`src/rtl/dtq_pkg.sv`:
```
package dtq_pkg;
  typedef enum logic {
    MODE_REV   = 1'b0,
    MODE_PLAIN = 1'b1
  } mode_e;

  function automatic logic level_ok(mode_e m, logic lvl_rev, logic lvl_plain);
    return (m == MODE_REV) ? lvl_rev : lvl_plain;
  endfunction
endpackage

```
`src/rtl/dtq_dur_timer.sv`:
```
module dtq_dur_timer #(
  parameter int unsigned TOP = 8000,
  localparam int unsigned CW = $clog2(TOP + 1)
) (
  input  logic          clk_i,
  input  logic          rst_ni,
  input  logic          smp_i,
  input  logic          present_i,
  output logic [CW-1:0] cnt_o
);
  localparam logic [CW-1:0] TOP_C = CW'(TOP);

  logic [CW-1:0] cnt_q;

  always_ff @(posedge clk_i or negedge rst_ni) begin
    if (!rst_ni) begin
      cnt_q <= '0;
    end else if (smp_i) begin
      if (!present_i)         cnt_q <= '0;
      else if (cnt_q != TOP_C) cnt_q <= cnt_q + 1'b1;
    end
  end

  assign cnt_o = cnt_q;
endmodule

```
`src/rtl/dtq_rev_track.sv`:
```
module dtq_rev_track #(
  parameter int unsigned GAP_MIN = 3400,
  parameter int unsigned GAP_MAX = 3800
) (
  input  logic clk_i,
  input  logic rst_ni,
  input  logic smp_i,
  input  logic present_i,
  input  logic rev_i,
  output logic ok_o
);
  localparam int unsigned GW = $clog2(GAP_MAX + 1);
  localparam logic [GW-1:0] MIN_C = GW'(GAP_MIN);
  localparam logic [GW-1:0] MAX_C = GW'(GAP_MAX);
  localparam logic [GW-1:0] ONE_C = GW'(1);

  logic          have_ref_q;
  logic [GW-1:0] gap_q;   // samples since reference, valid when have_ref_q
  logic          ok_q;

  always_ff @(posedge clk_i or negedge rst_ni) begin
    if (!rst_ni) begin
      have_ref_q <= 1'b0;
      gap_q      <= '0;
      ok_q       <= 1'b0;
    end else if (smp_i) begin
      if (!present_i) begin
        have_ref_q <= 1'b0;
        gap_q      <= '0;
        ok_q       <= 1'b0;
      end else if (rev_i && !have_ref_q) begin
        have_ref_q <= 1'b1;
        gap_q      <= ONE_C;
      end else if (rev_i && gap_q >= MIN_C) begin
        ok_q  <= 1'b1;
        gap_q <= ONE_C;
      end else if (have_ref_q) begin
        // early reversal falls through here and is ignored
        if (gap_q >= MAX_C) have_ref_q <= 1'b0;
        else                gap_q      <= gap_q + 1'b1;
      end
    end
  end

  assign ok_o = ok_q;
endmodule

```
`src/rtl/dtq_lane.sv`:
```
module dtq_lane
  import dtq_pkg::*;
#(
  parameter int unsigned LONG_SMP  = 8000,
  parameter int unsigned SHORT_SMP = 3200,
  parameter int unsigned GAP_MIN   = 3400,
  parameter int unsigned GAP_MAX   = 3800
) (
  input  logic  clk_i,
  input  logic  rst_ni,
  input  logic  smp_i,
  input  mode_e mode_i,
  input  logic  tone_i,
  input  logic  lvl_rev_i,
  input  logic  lvl_plain_i,
  input  logic  rev_i,
  input  logic  clear_i,
  output logic  td_o,
  output logic  td_nxt_o
);
  localparam int unsigned DUR_TOP = (LONG_SMP > SHORT_SMP) ? LONG_SMP : SHORT_SMP;
  localparam int unsigned CW = $clog2(DUR_TOP + 1);
  localparam logic [CW-1:0] LONG_C  = CW'(LONG_SMP);
  localparam logic [CW-1:0] SHORT_C = CW'(SHORT_SMP);

  logic          present;
  logic [CW-1:0] dur;
  logic          rev_ok;
  logic          qual, det_q, hit;
  logic          td_q, td_d;

  assign present = tone_i & level_ok(mode_i, lvl_rev_i, lvl_plain_i);

  dtq_dur_timer #(.TOP(DUR_TOP)) u_dur (
    .clk_i, .rst_ni, .smp_i, .present_i(present), .cnt_o(dur)
  );

  dtq_rev_track #(.GAP_MIN(GAP_MIN), .GAP_MAX(GAP_MAX)) u_rev (
    .clk_i, .rst_ni, .smp_i, .present_i(present), .rev_i, .ok_o(rev_ok)
  );

  always_comb begin
    if (mode_i == MODE_PLAIN) qual = (dur >= SHORT_C);
    else                      qual = (dur >= LONG_C) && rev_ok;
  end

  // detection is an event: rising edge of the qualified level
  assign hit  = qual & ~det_q;
  assign td_d = hit | (td_q & ~clear_i);

  always_ff @(posedge clk_i or negedge rst_ni) begin
    if (!rst_ni) begin
      det_q <= 1'b0;
      td_q  <= 1'b0;
    end else begin
      det_q <= qual;
      td_q  <= td_d;
    end
  end

  assign td_o     = td_q;
  assign td_nxt_o = td_d;
endmodule

```
`src/rtl/dis_tone_qual.sv`:
```
module dis_tone_qual
  import dtq_pkg::*;
#(
  parameter int unsigned NUM_PATH  = 2,
  parameter int unsigned LONG_SMP  = 8000,
  parameter int unsigned SHORT_SMP = 3200,
  parameter int unsigned GAP_MIN   = 3400,
  parameter int unsigned GAP_MAX   = 3800
) (
  input  logic                clk_i,
  input  logic                rst_ni,
  input  logic                sample_en_i,
  input  logic                mode_i,
  input  logic [NUM_PATH-1:0] tone_i,
  input  logic [NUM_PATH-1:0] lvl_rev_i,
  input  logic [NUM_PATH-1:0] lvl_plain_i,
  input  logic [NUM_PATH-1:0] rev_i,
  input  logic                clear_i,
  output logic [NUM_PATH-1:0] td_o,
  output logic                irq_no
);
  logic [NUM_PATH-1:0] td_nxt;
  logic                irq_q;
  mode_e               mode;

  assign mode = mode_e'(mode_i);

  for (genvar g = 0; g < NUM_PATH; g++) begin : g_path
    dtq_lane #(
      .LONG_SMP (LONG_SMP),
      .SHORT_SMP(SHORT_SMP),
      .GAP_MIN  (GAP_MIN),
      .GAP_MAX  (GAP_MAX)
    ) u_lane (
      .clk_i      (clk_i),
      .rst_ni     (rst_ni),
      .smp_i      (sample_en_i),
      .mode_i     (mode),
      .tone_i     (tone_i[g]),
      .lvl_rev_i  (lvl_rev_i[g]),
      .lvl_plain_i(lvl_plain_i[g]),
      .rev_i      (rev_i[g]),
      .clear_i    (clear_i),
      .td_o       (td_o[g]),
      .td_nxt_o   (td_nxt[g])
    );
  end

  always_ff @(posedge clk_i or negedge rst_ni) begin
    if (!rst_ni) irq_q <= 1'b1;
    else         irq_q <= ~|td_nxt;
  end

  assign irq_no = irq_q;
endmodule

```
`config.mk`:
```
export PLATFORM = sky130hd
export DESIGN_NAME = dis_tone_qual
export DESIGN_NICKNAME = d
export VERILOG_FILES = /design/src/rtl/dtq_pkg.sv /design/src/rtl/dtq_dur_timer.sv /design/src/rtl/dtq_rev_track.sv /design/src/rtl/dtq_lane.sv /design/src/rtl/dis_tone_qual.sv
export SDC_FILE = /design/constraint.sdc
export NUM_CORES = 1
export LEC_CHECK = 0
export ABC_AREA = 1
export BUFFER_PORTS_ARGS = -buffer_cell sky130_fd_sc_hd__buf_2
export CAP_MARGIN = 10
export CORE_MARGIN = 3
export CORE_UTILIZATION = 63
export CTS_BUF_LIST = sky130_fd_sc_hd__clkbuf_16
export DETAILED_ROUTE_END_ITERATION = 8
export PLACE_DENSITY = 0.78
export RECOVER_POWER = 50
export SYNTH_ARGS = -nofsm -noshare
export SYNTH_HDL_FRONTEND = slang
export SYNTH_HIERARCHICAL = 1
export SYNTH_SLANG_ARGS = --single-unit
```
`constraint.sdc`:
```
create_clock -name clk_i -period 1.82 [get_ports clk_i]
set_clock_uncertainty 0.05 [all_clocks]
set_input_delay 0.364 -clock clk_i [delete_from_list [all_inputs] [get_ports clk_i]]
set_output_delay 0.364 -clock clk_i [all_outputs]
set_load 0.01 [all_outputs]
```
# Yosys cells after proc, flatten, opt, wreduce, memory -nomap -nowiden
# Index checks and enable logic that the tools add are counted.
dict set report classes {
  n_eq_ne 14
  n_lt_le_gt_ge 8
  bitwise_logic 11
  addsub 4
  mux 34
  reduce_logical 18
}
# operator count
set ops {}
lappend ops {{$mux 12} 10}
lappend ops {{$mux 13} 4}
lappend ops {{$ge 12x12->1 const B} 4}
lappend ops {{$add 13x1->13 const B} 2}
lappend ops {{$ge 13x12->1 const B} 2}
lappend ops {{$ge 13x13->1 const B} 2}
lappend ops {{$ne 13x13->1 const B} 2}
lappend ops {{$add 12x1->12 const B} 2}
lappend ops {{$mux 1} 20}
lappend ops {{$ne 4x4->1 const B} 4}
lappend ops {{$reduce_and 3->1} 4}
lappend ops {{$ne 2x2->1 const B} 4}
lappend ops {{$reduce_and 2->1} 4}
lappend ops {{$and 1x1->1} 6}
lappend ops {{$logic_and 1x1->1} 6}
lappend ops {{$ne 3x3->1 const B} 2}
lappend ops {{$ne 2x1->1 const B} 2}
lappend ops {{$logic_not 1->1} 3}
lappend ops {{$not 1->1} 3}
lappend ops {{$or 1x1->1} 2}
lappend ops {{$reduce_or 2->1} 1}
dict set report totals {
  word_cells 102
  input_bits 13
  register_bits 59
  out_inout_bits 3
}

# Longest topological paths before layout
dict set report logic_depth {
  depth_word 7
  mapped_depth 12
  depth_no_buf 11
}

# Cells and area by module
# The synthesis kept the hierarchy.
# module area_each_um2 instances cells_each seq_area_each_um2
set by_module_without_submodules {}
lappend by_module_without_submodules {dtq_rev_track 1019.7 2 162 350.3}
lappend by_module_without_submodules {dtq_dur_timer 914.6 2 130 325.3}
lappend by_module_without_submodules {dtq_lane 142.6 2 24 50.0}
lappend by_module_without_submodules {dis_tone_qual 30.0 1 2 26.3}

# Least setup slack after synthesis
# No wires, ideal clock.
dict set report synth_timing {
  path_type {in2reg}
  from {in mode_i}
  to {reg g_path[0].u_lane.u_dur.cnt_q[8]}
  setup_slack_ns 0.303
  setup_time_ns 0.077
  stages 12
  arrival_time_ns 1.390
  t_required_ns 1.693
  path_buffers 2
  cell_sequence {o21ai_0 -> a21oi_1 -> buf_6 -> inv_2 -> nor2_4 -> nand2_2 -> nor2_4 -> nand2_4 -> nand2_4 -> buf_6 -> nand2_1 -> o21ai_1}
}
dict set report synth_between {
  elab_chain_cells 4
  word_cells_on_any_way 5
  classes_between {eq/ne (1); mux (2); bitwise (1); reduce/logical (1)}
}
# item line
set synth_rtl {}
lappend synth_rtl {{start: declaration} dis_tone_qual.sv:13} ;# input logic mode_i,
lappend synth_rtl {{$mux 1 *} dtq_pkg.sv:8} ;# return (m == MODE_REV) ? lvl_rev : lvl_plain;
lappend synth_rtl {{$and 1x1->1 *} dtq_lane.sv:32} ;# assign present = tone_i & level_ok(mode_i, lvl_rev_i, lvl_plain_i);
lappend synth_rtl {{net g_path[0].u_lane.present} dtq_lane.sv:26} ;# logic present;
lappend synth_rtl {{$ne 2x1->1 (no source line)} -}
lappend synth_rtl {{$reduce_and 2->1 (no source line)} -}
lappend synth_rtl {{end signal: assignment} dtq_dur_timer.sv:20} ;# else if (cnt_q != TOP_C) cnt_q <= cnt_q + 1'b1;
lappend synth_rtl {{end: declaration} dtq_dur_timer.sv:13} ;# logic [CW-1:0] cnt_q;
# Mark *: on every way through the listed nets, which the timed path passes. The rest lies on a longest branch.
# A chain may end at the register's enable or synchronous reset.

# Worst setup path after layout
dict set report layout_timing {
  from {reg g_path[0].u_lane.u_dur.cnt_q[0]}
  to {reg g_path[0].u_lane.u_dur.cnt_q[4]}
}
dict set report layout_between {
  elab_chain_cells 3
  word_cells_on_any_way 6
  classes_between {add/sub (1); eq/ne (2); mux (2); reduce/logical (1)}
}
# item line
set layout_rtl {}
lappend layout_rtl {{$add 13x1->13 or $ne 13x13->1 (tied branches)} dtq_dur_timer.sv:20}
lappend layout_rtl {{$mux 13 or $ne 2x1->1 (tied branches)} -}
lappend layout_rtl {{$mux 13 or $reduce_and 2->1 (tied branches)} -}
# Several ways; a longest one is shown, not always the timed one. The select of a mux whose other input is x is not followed.

==> impl_summary.md <==
Layout
Cells with a size suffix above 1 make up 12.9% of the layout. The number of nets in the final layout is 683. The filler cells instantiated in the layout total 538.

The post-layout instance count excluding filler cells is 744. The repair_antennas step left the layout with diodes totalling 0. From synthesis to final layout, the design area changed by 10.6%.

Routing
The number of design rule violations left after detail routing is 0. The per-cell via count in the routed design is 5.33. The total length of routed wires is 9210 um. The number of nets still failing antenna checks after routing is 0. The detailed router finished its first iteration with 203 violations. For this run, the detailed router's first-pass iteration total came to 5. The via count is 3963. Dividing the detail-routed wire length by the instance count gives 12.4 um.

Power and ir drop
Of the total power, the clock network draws 49.5%. Combinational logic is responsible for 8.2% of the overall power. The internal power of the cells totals 2.45 mW. For this design the total switching power over the nets is 0.789 mW.

The maximum resistive drop on vdd is 0.602 mV. In this run switching power makes up 24.4% of total power. The power density relative to cell area is 700 mW/mm^2. The leakage power total is 2.36 nW. Registers are responsible for 42.3% of the overall power. The overall power of the completed layout is 3.24 mW.

Worst setup path
The maximum fanout along the worst path is 5. The capturing element type of the critical path is a flip-flop. The class of the most critical setup path is flip-flop to flip-flop.

The required time of the critical path is 1.96 ns. Data on the critical path arrives at its endpoint at 1.78 ns. The worst setup path is launched from a flip-flop.

Run
The max-capacitance violation count is 0.

STA
The number of setup violations in the final report is 0. In the final timing run, aggregate negative setup slack is 0 ns. The final worst hold slack is 0.266 ns. Headroom to the max-slew limit came out at 1.92%. Static timing analysis puts the maximum clock frequency at 608 MHz. The smallest clock period supported by the final layout is computed as 1.64 ns. The final number of max-transition violations is 0.

The final worst-path cycle share is 90.3%. The total count of hold-check failures in the final report is 0. For the pin with the worst max-slew slack, the measured transition is 1.47 ns. Setup repair after global routing left no endpoint under its margin.

Die
The full die area is 0.00766 mm^2. The count of standard-cell rows is 29. The starting utilization of the core area is 65.5%. The die span in x is 87.5 um.

The I/O pin count is 16. The placeable core region is 0.00639 mm^2. The height of the chip is 87.5 um.

Worst hold path
The classification of the worst-slack hold path is primary input to flip-flop.

Synth
The mapped netlist covers 0.00418 mm^2. The net count of the mapped netlist is 655. Summing the sequential cell areas from Yosys gives 35.3% of the chip area. Yosys mapped the design onto 27 distinct sky130hd cell types. Yosys attributes the largest share of cell area to sky130_fd_sc_hd__dfrtp_1 (35%), sky130_fd_sc_hd__nand2_1 (21%), sky130_fd_sc_hd__nand3_1 (7.2%), sky130_fd_sc_hd__nor2_1 (6.2%), sky130_fd_sc_hd__inv_1 (5.9%).

The top cell type by total area after synthesis is sky130_fd_sc_hd__dfrtp_1. The register bit count reported by yosys is 59. The count of yosys warnings during synthesis is 6.

The gate count after technology mapping is 634. The top-area cell type share of the netlist area is 34.7%. The mean post-synth cell area is 6.60 um^2.

Clock tree
Counting along the longest clock path gives a buffer depth of 2. The number of buffers created by CTS is 9. Buffers added to address setup during post-CTS repair amount to 0.

The clock tree synthesis step divided the H-tree into 3 levels. The CTS tree is done. After clock tree synthesis, the clock-pin slew on the worst setup and hold paths is 0.06 ns. The clock tree root driver cell is sky130_fd_sc_hd__clkbuf_16. The number of clock sinks is 59. Clock latency on the worst-skew pair, taken at its later pin, is 0.32 ns.

Placed design
The routability congestion estimate is 0.874. The cell count after placement is 728. The wire-length estimate of the detail-placed layout is 6480 um.

Port buffering added 15 buffers.

Global routing
The via count of the first global-routing pass was 3797. Global routing finished with a remaining overflow of 0. The initial antenna violation count was 0. The maximum number of pins on one net before global-route repair is 60. The first-pass GRT wire length is 16500 um. Global routing consumed, over all layers together, 26.8% of the routing resources.

Status
The flow ran to the end, and the final reports show no timing, DRC or antenna violations.
layer usage:
layer | GRT usage [%] | vias up | wire length [um]
met5 | 0 | - | 0
met4 | 9.62 | 0 | 100
met3 | 3.50 | 9 | 417
met2 | 45.0 | 98 | 4540
met1 | 35.2 | 1827 | 4160
li1 | - | 2029 | -
cell usage after synthesis (all sizes together):
cell type  count
dfrtp         58
xnor2          4
nand3b         2
nor2          83
buf            8
ha             8
nand3         62
o21bai         4
nand4         10
nand2        256
clkbuf         2
dfstp          1
o21ai         38
xor2          10
a21boi         2
inv           74
a21oi          4
clkinv         4
or2            4
cells by family (layout without fill, tap and decap cells):
family                   Yosys count  count (layout)  share of synthesized area [%]
AND/OR/NAND/NOR                  417             417                           43.9
XOR/XNOR                          14              14                           2.93
flip-flops                        59              59                           35.3
AO/OA/AOI/OAI                     48              48                           6.10
buffers and inverters             88             121                           9.39
adder cells (fa/ha/maj)            8               8                           2.39
metrics by stage:
| step | cell area [um^2] | setup slack (ns) | utilization, % |
|---|---|---|---|
| after floorplan | 4180 | 0.303 | - |
| after global placement | 4360 | -0.000990 | 68.2 |
| after detailed placement | 4360 | -0.0838 | 68.2 |
| after CTS | 4640 | 0.115 | 72.6 |
| after global routing | 4630 | 0.00286 | 72.5 |
| final | 4630 | 0.177 | 72.5 |
what timing repair did:
action | in CTS | in global routing
hold endpoints to repair | 0 | 0
endpoints found under the setup margin | 0 | 16
hold buffers | 0 | 0
resized for setup | 0 | 2
path summary, 6_finish.rpt:
kind / startpoint / end / slack (ns) / depth (start not counted)
worst max-delay path: g_path[0].u_lane/u_dur/cnt_o[0] / g_path[0].u_lane/u_dur/cnt_o[4] / 0.18 / 8
worst min-delay path: clear_i / g_path[0].u_lane/td_o / 0.27 / 4
worst max register to register: g_path[0].u_lane/u_dur/cnt_o[0] / g_path[0].u_lane/u_dur/cnt_o[4] / 0.18 / 8
worst min register to register: g_path[1].u_lane/u_rev/ok_o / g_path[1].u_lane/u_rev/ok_o / 0.44 / 2
max in group asynchronous: rst_ni / g_path[0].u_lane/u_rev/gap_q[2] / 0.41 / 2
min in group asynchronous: rst_ni / g_path[0].u_lane/u_dur/cnt_o[9] / 0.43 / 2
sequential cells by signal, indices dropped and copies added, names as in the netlist:
register	flops
g_path.u_lane/u_rev/gap_q	24
g_path.u_lane/det_q	2
g_path.u_lane/td_o	2
g_path.u_lane/u_rev/ok_o	2
g_path.u_lane/u_dur/cnt_o	26
irq_no	1
g_path.u_lane/u_rev/have_ref_q	2
layout by cell type (no fill, tap or decap), types with 4 or more instances in the layout:
cell type,n
sky130_fd_sc_hd__a21oi_1,4
sky130_fd_sc_hd__buf_2,15
sky130_fd_sc_hd__buf_4,11
sky130_fd_sc_hd__clkbuf_16,9
sky130_fd_sc_hd__clkinv_1,4
sky130_fd_sc_hd__dfrtp_1,58
sky130_fd_sc_hd__ha_1,8
sky130_fd_sc_hd__inv_1,70
sky130_fd_sc_hd__inv_2,8
sky130_fd_sc_hd__nand2_1,236
sky130_fd_sc_hd__nand2_2,14
sky130_fd_sc_hd__nand2_4,6
sky130_fd_sc_hd__nand3_1,60
sky130_fd_sc_hd__nand4_1,10
sky130_fd_sc_hd__nor2_1,69
sky130_fd_sc_hd__nor2_2,8
sky130_fd_sc_hd__nor2_4,6
sky130_fd_sc_hd__o21ai_0,20
sky130_fd_sc_hd__o21ai_1,18
sky130_fd_sc_hd__o21bai_1,4
sky130_fd_sc_hd__xnor2_1,4
sky130_fd_sc_hd__xor2_1,10
power by group through the flow:
stage / combinational, mW / clock, mW / sequential, mW
final: 0.266 / 1.60 / 1.37
after global routing: 0.305 / 1.70 / 1.38
after CTS: 0.270 / 1.63 / 1.37
after detailed placement: 0.269 / 0 / 1.39
after global placement: 0.261 / 0 / 1.39
after floorplan: 0.179 / 0 / 1.38
final cells by class:
cell class / count / area [um^2] / share of cell area [%]
sequential: 59 / 1480 / 31.9
clock inverter: 7 / 55.1 / 1.19
multi-input combinational: 487 / 2320 / 50.1
tap: 77 / 96.3 / 2.08
inverter: 78 / 293 / 6.33
clock buffer: 9 / 225 / 4.87
timing repair buffer: 27 / 163 / 3.51
critical path, stage by stage, from the launching register on:
cell	delay (ns)
sky130_fd_sc_hd__dfrtp_1	0.43
sky130_fd_sc_hd__inv_1	0.11
sky130_fd_sc_hd__ha_1	0.20
sky130_fd_sc_hd__nand3_1	0.11
sky130_fd_sc_hd__inv_1	0.05
sky130_fd_sc_hd__nand2_1	0.06
sky130_fd_sc_hd__nor2_1	0.04
sky130_fd_sc_hd__nor2_1	0.30
sky130_fd_sc_hd__o21ai_0	0.14
Note: power is estimated with default switching activity, not from simulation.
